--- src/rtl/cpwm_pkg.sv ---
package cpwm_pkg;

    parameter int PRE_W = 8;
    parameter int FRM_W = 16;

    typedef struct packed {
        logic [FRM_W-1:0] cnt;
        logic             phase;
        logic [PRE_W-1:0] base;
        logic [FRM_W-1:0] frame;
        logic [FRM_W-1:0] duty;
        logic [FRM_W-1:0] cmp;
    } seq_t;

    typedef struct packed {
        logic pwm;
        logic fend;
        logic odd;
    } out_t;

    function automatic logic [PRE_W-1:0] eff_base(input logic [PRE_W-1:0] b);
        return (b == '0) ? PRE_W'(1) : b;
    endfunction

    function automatic logic [FRM_W-1:0] eff_frame(input logic [FRM_W-1:0] f);
        return (f == '0) ? FRM_W'(1) : f;
    endfunction

    function automatic logic [FRM_W-1:0] sat_duty(input logic [FRM_W-1:0] d,
                                                  input logic [FRM_W-1:0] n);
        return (d > n) ? n : d;
    endfunction

endpackage

--- src/rtl/cpwm_prescale.sv ---
module cpwm_prescale
    import cpwm_pkg::*;
(
    input  logic             clk,
    input  logic             rst_n,
    input  logic             enable,
    input  logic             start,
    input  logic [PRE_W-1:0] base_q,
    output logic             tick,
    output logic [PRE_W-1:0] pre_d
);

    logic [PRE_W-1:0] pre_q;

    always_comb begin
        tick  = (pre_q == base_q - PRE_W'(1));
        pre_d = pre_q + PRE_W'(1);
        if (!enable || start || tick) begin
            pre_d = '0;
        end
    end

    always_ff @(posedge clk or negedge rst_n) begin
        if (!rst_n) pre_q <= '0;
        else        pre_q <= pre_d;
    end

    AST_PRE_RANGE: assert property (@(posedge clk) disable iff (!rst_n)
        pre_q < base_q) else $error("prescaler out of range");

endmodule

--- src/rtl/cpwm_frame_seq.sv ---
module cpwm_frame_seq
    import cpwm_pkg::*;
(
    input  logic             clk,
    input  logic             rst_n,
    input  logic             enable,
    input  logic             start,
    input  logic             tick,
    input  logic [PRE_W-1:0] base_in,
    input  logic [FRM_W-1:0] frame_in,
    input  logic [FRM_W-1:0] duty_in,
    output seq_t             seq_q,
    output seq_t             seq_d
);

    logic             last;
    logic             wrap;
    logic [FRM_W-1:0] n_new;
    logic [FRM_W-1:0] d_new;

    always_comb begin
        last  = tick && (seq_q.cnt == seq_q.frame - FRM_W'(1));
        wrap  = enable && !start && last;
        n_new = eff_frame(frame_in);
        d_new = sat_duty(duty_in, n_new);
        seq_d = seq_q;
        if (!enable || start || wrap) begin
            seq_d.cnt   = '0;
            seq_d.phase = wrap ? ~seq_q.phase : 1'b0;
            seq_d.base  = eff_base(base_in);
            seq_d.frame = n_new;
            seq_d.duty  = d_new;
            seq_d.cmp   = (wrap && !seq_q.phase) ? (n_new - d_new) : d_new;
        end else if (tick) begin
            seq_d.cnt = seq_q.cnt + FRM_W'(1);
        end
    end

    always_ff @(posedge clk or negedge rst_n) begin
        if (!rst_n) begin
            seq_q       <= '0;
            seq_q.base  <= PRE_W'(1);
            seq_q.frame <= FRM_W'(1);
        end else begin
            seq_q <= seq_d;
        end
    end

    AST_CNT_RANGE: assert property (@(posedge clk) disable iff (!rst_n)
        seq_q.cnt < seq_q.frame) else $error("count beyond frame");
    AST_FLIP_AT_ZERO: assert property (@(posedge clk) disable iff (!rst_n)
        (seq_q.phase != $past(seq_q.phase)) |-> (seq_q.cnt == '0)) else $error("phase moved mid-frame");
    AST_HOLD_SETTINGS: assert property (@(posedge clk) disable iff (!rst_n)
        (enable && !start && !last) |=> ($stable(seq_q.duty) && $stable(seq_q.frame) && $stable(seq_q.base))) else $error("settings moved mid-frame");

endmodule

--- src/rtl/cpwm_out_stage.sv ---
module cpwm_out_stage
    import cpwm_pkg::*;
(
    input  logic             clk,
    input  logic             rst_n,
    input  logic             enable,
    input  seq_t             seq_d,
    input  logic [PRE_W-1:0] pre_d,
    output out_t             out_q
);

    out_t out_d;
    logic below;

    always_comb begin
        below      = seq_d.cnt < seq_d.cmp;
        out_d.pwm  = enable && (seq_d.phase ? !below : below);
        out_d.fend = enable && (pre_d == seq_d.base - PRE_W'(1))
                            && (seq_d.cnt == seq_d.frame - FRM_W'(1));
        out_d.odd  = enable && seq_d.phase;
    end

    always_ff @(posedge clk or negedge rst_n) begin
        if (!rst_n) out_q <= '0;
        else        out_q <= out_d;
    end

    AST_IDLE_LOW: assert property (@(posedge clk) disable iff (!rst_n)
        !enable |=> (out_q == '0)) else $error("output active while idle");

endmodule

--- src/rtl/cpwm_top.sv ---
module cpwm_top
    import cpwm_pkg::*;
(
    input  logic             clk,
    input  logic             rst_n,
    input  logic             enable,
    input  logic [PRE_W-1:0] base_period,
    input  logic [FRM_W-1:0] frame_len,
    input  logic [FRM_W-1:0] duty,
    output logic             pwm_out,
    output logic             frame_end,
    output logic             phase_odd
);

    logic             run_q;
    logic             run_d;
    logic             start;
    logic             tick;
    logic [PRE_W-1:0] pre_d;
    seq_t             seq_q;
    seq_t             seq_d;
    out_t             out_q;

    always_comb begin
        run_d = enable;
        start = enable && !run_q;
    end

    always_ff @(posedge clk or negedge rst_n) begin
        if (!rst_n) run_q <= 1'b0;
        else        run_q <= run_d;
    end

    cpwm_prescale u_pre (
        .clk    (clk),
        .rst_n  (rst_n),
        .enable (enable),
        .start  (start),
        .base_q (seq_q.base),
        .tick   (tick),
        .pre_d  (pre_d)
    );

    cpwm_frame_seq u_seq (
        .clk      (clk),
        .rst_n    (rst_n),
        .enable   (enable),
        .start    (start),
        .tick     (tick),
        .base_in  (base_period),
        .frame_in (frame_len),
        .duty_in  (duty),
        .seq_q    (seq_q),
        .seq_d    (seq_d)
    );

    cpwm_out_stage u_out (
        .clk    (clk),
        .rst_n  (rst_n),
        .enable (enable),
        .seq_d  (seq_d),
        .pre_d  (pre_d),
        .out_q  (out_q)
    );

    assign pwm_out   = out_q.pwm;
    assign frame_end = out_q.fend;
    assign phase_odd = out_q.odd;

    AST_FEND_SINGLE: assert property (@(posedge clk) disable iff (!rst_n)
        frame_end |=> (!frame_end || (seq_q.base == PRE_W'(1) && seq_q.frame == FRM_W'(1)))) else $error("frame_end too long");
    AST_PHASE_TOGGLE: assert property (@(posedge clk) disable iff (!rst_n)
        (frame_end && enable) |=> (phase_odd != $past(phase_odd))) else $error("phase did not toggle");
    AST_ZERO_DUTY: assert property (@(posedge clk) disable iff (!rst_n)
        (seq_q.duty == '0) |-> !pwm_out) else $error("zero duty drove high");

endmodule

--- config.mk ---
export PLATFORM = sky130hd
export DESIGN_NAME = cpwm_top
export DESIGN_NICKNAME = d
export VERILOG_FILES = /design/src/rtl/cpwm_pkg.sv /design/src/rtl/cpwm_prescale.sv /design/src/rtl/cpwm_frame_seq.sv /design/src/rtl/cpwm_out_stage.sv /design/src/rtl/cpwm_top.sv
export SDC_FILE = /design/constraint.sdc
export NUM_CORES = 1
export LEC_CHECK = 0
export CAP_MARGIN = 30
export CORE_ASPECT_RATIO = 0.8
export CORE_UTILIZATION = 49
export CTS_CLUSTER_SIZE = 8
export DETAILED_ROUTE_END_ITERATION = 7
export DONT_BUFFER_PORTS = 1
export HOLD_SLACK_MARGIN = 0.06
export REMOVE_ABC_BUFFERS = 1
export SYNTH_ARGS = -nofsm -noshare
export SYNTH_HDL_FRONTEND = slang
export SYNTH_SLANG_ARGS = --single-unit
--- constraint.sdc ---
create_clock -name clk -period 11.3 [get_ports clk]
set_input_delay 2.26 -clock clk [delete_from_list [all_inputs] [get_ports clk]]
set_output_delay 2.26 -clock clk [all_outputs]
set_load 0.02 [all_outputs]
* Yosys cells after proc, flatten, opt, wreduce, memory -nomap -nowiden *
Index checks and enable logic that the tools add are counted.

word-level totals
  memory bits (read-only) = 0
  latch bits = 0
  memory bits (writable) = 0
  bits in registers = 85
  memories = 0

cells by class
  bitwise logic cells = 1
  reduce and logical (&&, ||, !) cells = 19
  mux-type cells = 10
  equal/unequal tests = 4
  shifts and indexed selects = 0
  $mul = 0
  $add $sub $neg = 7
  magnitude comparators = 2
  div/mod/pow operators = 0

operators by type and width
  kind                     count
  $mux W16                 5
  $mux W57                 1
  $eq A16 B16 Y1           2
  $sub A16 B1 Y16 const B  2
  $add A16 B1 Y16 const B  1
  $eq A8 B8 Y1             2
  $gt A16 B16 Y1           1
  $logic_not A16 Y1        1
  $lt A16 B16 Y1           1
  $mux W8                  2
  $sub A16 B16 Y16         1
  $sub A8 B1 Y8 const B    2
  $logic_and A1 B1 Y1      9
  $add A8 B1 Y8 const B    1
  $logic_not A8 Y1         1
  $logic_not A1 Y1         5
  $logic_or A1 B1 Y1       3
  $mux W1                  2
  $not A1 Y1               1

* Logic depth before layout (Yosys ltp) *
  depth in word-level cells = 12
  mapped depth = 38

* Cells and area by module *
From an unflattened synthesis, not the netlist that was laid out.

unflattened totals
  cells, all modules = 915
  area total of the unflattened synthesis = 7337.0 µm²

modules (own cells, without submodules)
  module          instances  sequential area each (µm²)  cells an instance  area each (µm²)
  cpwm_frame_seq  1          1829.3                      662                5257.5
  cpwm_out_stage  1          75.1                        182                1363.8
  cpwm_prescale   1          200.2                       69                 676.9
  cpwm_top        1          25.0                        2                  38.8

* Worst setup path after synthesis *
No wires, ideal clock.

  path type = input to register
  from = in frame_len[7]
  to = reg u_out.out_q[2] (netlist name)
  setup time = 125 ps
  path buffers = 2
  cell stages on the path = 34
  setup slack = 2641 ps
  arrival time = 8535 ps
  data required time = 11175 ps
  cell sequence = or4_1 > or3_1 > nor3_1 > a31o_2 > ha_1 > inv_1 > a21o_1 > a221oi_1 > o21ai_0 > nand2_1 > clkbuf_1 > clkbuf_1 > a21oi_1 > ha_1 > a21oi_1 > nand2_1 > a21oi_1 > o21a_1 > o31ai_1 > nor2b_1 > a31oi_1 > xnor2_1 > a22o_1 > o21ai_0 > ha_1 > nor2b_1 > o21ai_0 > nand2b_1 > a21oi_1 > nor2b_1 > o21ai_0 > nand2b_1 > a221oi_2 > mux2_2

RTL lines
  what         RTL line       RTL
  from (decl)  cpwm_top.sv:8  input logic [FRM_W-1:0] frame_len,

==> reports/qor.yml <==
floorplan:
  fp.dieW_microns: 134
  start_util: 0.501
  dieArea_sq_mm: 0.0143
  io_pins: 46
  fp.dieH_microns: 107
  std_cell_rows: 38
  core_region_area_sq_mm: 0.0136
cts:
  cts_hold_buf: 0
  htreeDepth: 3
  clockBufferDepth: 2
  post-cts-setup-buffers: 0
  clock_sinks: 69
  clkSlewWorstSetupHoldPaths_ns: 0.06
  root_buffer: "clkbuf_16"
  cts_tree: "done"
  clkLatencyLatePin_ns: 0.35
  cts-resized-gates: 0
  cts_buffers: 9
critical_path:
  slowest_stage: "or4_1"
  startpoint_type: "primary input"
  crit_fanout: 7
  crit_start: "frame_len[7]"
  regToRegStartpoint: "u_seq.seq_q[32]"
  crit_top_cell: "o21ai_0"
  critPathRequiredTime_ns: 11.53
  end_kind: "flip-flop"
  path_class: "primary input to flip-flop"
  slowest_delay_ns: 0.58
  crit_arrival_ns: 9.28
layout:
  fin_cells: 1024
  diodes: 0
  fill_cells: 1312
  multiInputGateArea_sq_mm: 0.00462
  most-common-layout-cells: "104 x nor2_1, 80 x nand2_1, 67 x dfrtp_1, 59 x a21oi_1, 56 x xnor2_1"
  regArea_sq_mm: 0.00173
  drive_above_1_share: 0.0664
  layout_commonest_cell: "nor2_1"
  syn_to_final_growth_pct: 5.77
  nets: 933
sta:
  timing.hold.ws_ns: 0.460
  report.final.hold_viol_count: 0
  fmax_mhz: 110
  maxSlewViolCount: 0
  fin_crit_sh: 0.801
  grt_setup_unrepaired: "no"
  slew_headroom: 0.482
  min_period_ns: 9.05
  worst_pin_slew_ns: 0.766
  setup_viol: 0
  skew_ns: 0.0103
  tns_ns: 0
synthesis:
  synth-edff-count: 0
  synth_adder_area_share: 0.0952
  yosysSeqAreaShare: 0.255
  synthesis.area_sq_mm: 0.00679
  yosysWarnings: 0
  ys_async_sr_fraction: 1.00
  ys_seq_elements: 69
  netlist_instances: 871
  yosysUniqueCellTypes: 74
  synth-simple-area-share: 0.249
  synth_xor_area_frac: 0.119
  synthMuxAreaShare: 0.0343
  syn_avg_cell_area_sq_um: 7.79
  synth_compound_area_frac: 0.183
  synth_top_family_by_area: "simple AND/OR/NAND/NOR gates"
  ys.flop_type: "dfrtp_1"
run:
  drv_cap: 0
power_and_ir_drop:
  power_frac_seq: 0.336
  p_leak_nw: 3.17
  p_int_uw: 574
  max-vdd-ir-drop_uv: 82.6
  switching_power_uw: 267
  p_total_uw: 842
  p_per_area_mw_per_mm2: 117
  p_comb_frac: 0.273
  swShare: 0.318
  clockPowerShare: 0.391
outcome:
  outcome: "finished, final reports clean"
routing:
  vias: 6408
  vias_per_cell: 6.26
  avgRoutedWirePerCell_microns: 20.9
  dr.pass1.iters: 5
  first_iter_violations: 716
  ant_nets: 0
  wl_mm: 21.4
  route.detailed.drc: 0
grt:
  grt_max_degree: 70
  antenna_found_initial: 1
  grt_pass1_wl_mm: 34.2
  grt_pass1_vias: 6171
  overflow: 0
  grt_usage: 0.312
place:
  dp_cells: 1007
  port_buffers: 0
  dp_hpwl_mm: 16.6
  gp_congestion: 0.885
hold_path:
  min-delay-path-class: "flip-flop to flip-flop"
  hold_start: "u_seq.seq_q[12]"
[routing by layer]
metal	up-vias	routed length, microns	global-route usage
li1	2989	-	-
met1	3147	10400	0.444
met2	230	9120	0.474
met3	40	1360	0.0612
met4	2	509	0.102
met5	-	13	0
[final cells by class]
cell class                      instances  area share
Inverter                               54      0.0282
Multi-Input combinational cell        697       0.643
Clock buffer                            9      0.0314
Clock inverter                          7      0.0159
Timing Repair Buffer                    8     0.00907
Sequential cell                        69       0.241
Tap cell                              180      0.0314
[critical path, delay by kind of cell]
kind,cells,cell delay [ns]
buf+inv,3,0.17
fa+ha+maj,4,1.12
mux,2,0.61
compound gates,15,2.72
simple gates,10,2.23
xor+xnor,1,0.16
[synth_stat cells (15+ instances only)]
master      n  area share
a21oi_1    59       0.044
nand2_1    80       0.044
clkbuf_1   36       0.020
nor2_1    104       0.058
dfrtp_1    67        0.25
xor2_1     28       0.036
nand3_1    21       0.015
a21o_1     16       0.018
o21ai_0    39       0.029
ha_1       50       0.092
mux2i_1    15       0.022
nor3_1     39       0.029
xnor2_1    56       0.072
nand4_1    16       0.015
inv_1      54       0.030
[through the flow]
stage / utilization / setup slack [ns] / cell area [sq um]
floorplan: - / 2.36 / 6550
global placement: 0.504 / 2.08 / 6830
detailed placement: 0.504 / 1.89 / 6830
CTS: 0.529 / 2.23 / 7160
global route: 0.530 / 1.67 / 7180
finish: 0.530 / 2.25 / 7180
[logic make-up after synthesis]
group                      count (synthesis)
DFF                                       69
AOI/OAI and AO/OA                        191
muxes                                     22
adders and majority gates                 51
and+or+nand+nor                          346
xor gates and xnor gates                  87
buffers and inverters                    105
[power groups by stage]
| stage | clock (mW) | sequential [mW] | combinational, mW |
|---|---|---|---|
| floorplan | 0 | 0.281 | 0.174 |
| global placement | 0 | 0.286 | 0.217 |
| detailed placement | 0 | 0.287 | 0.224 |
| CTS | 0.333 | 0.282 | 0.225 |
| global route | 0.343 | 0.285 | 0.255 |
| finish | 0.329 | 0.283 | 0.230 |
[registers in the layout, summed over array words and instances (netlist names)]
name and flops:
run_q 1, u_seq.seq_q 57, u_out.out_q 3, u_pre.pre_q 8
[worst paths after layout]
check                             endpoint  slack, ns  cells past startpoint
setup / recovery            u_out.out_q[2]       2.25                     35
hold / removal             u_seq.seq_q[12]       0.46                      2
setup reg to reg            u_out.out_q[2]       5.13                     19
hold reg to reg            u_seq.seq_q[12]       0.46                      2
max in group asynchronous  u_seq.seq_q[32]       9.50                      0
min in group asynchronous  u_seq.seq_q[61]       1.61                      0
Power figures use the tool's default switching activity.
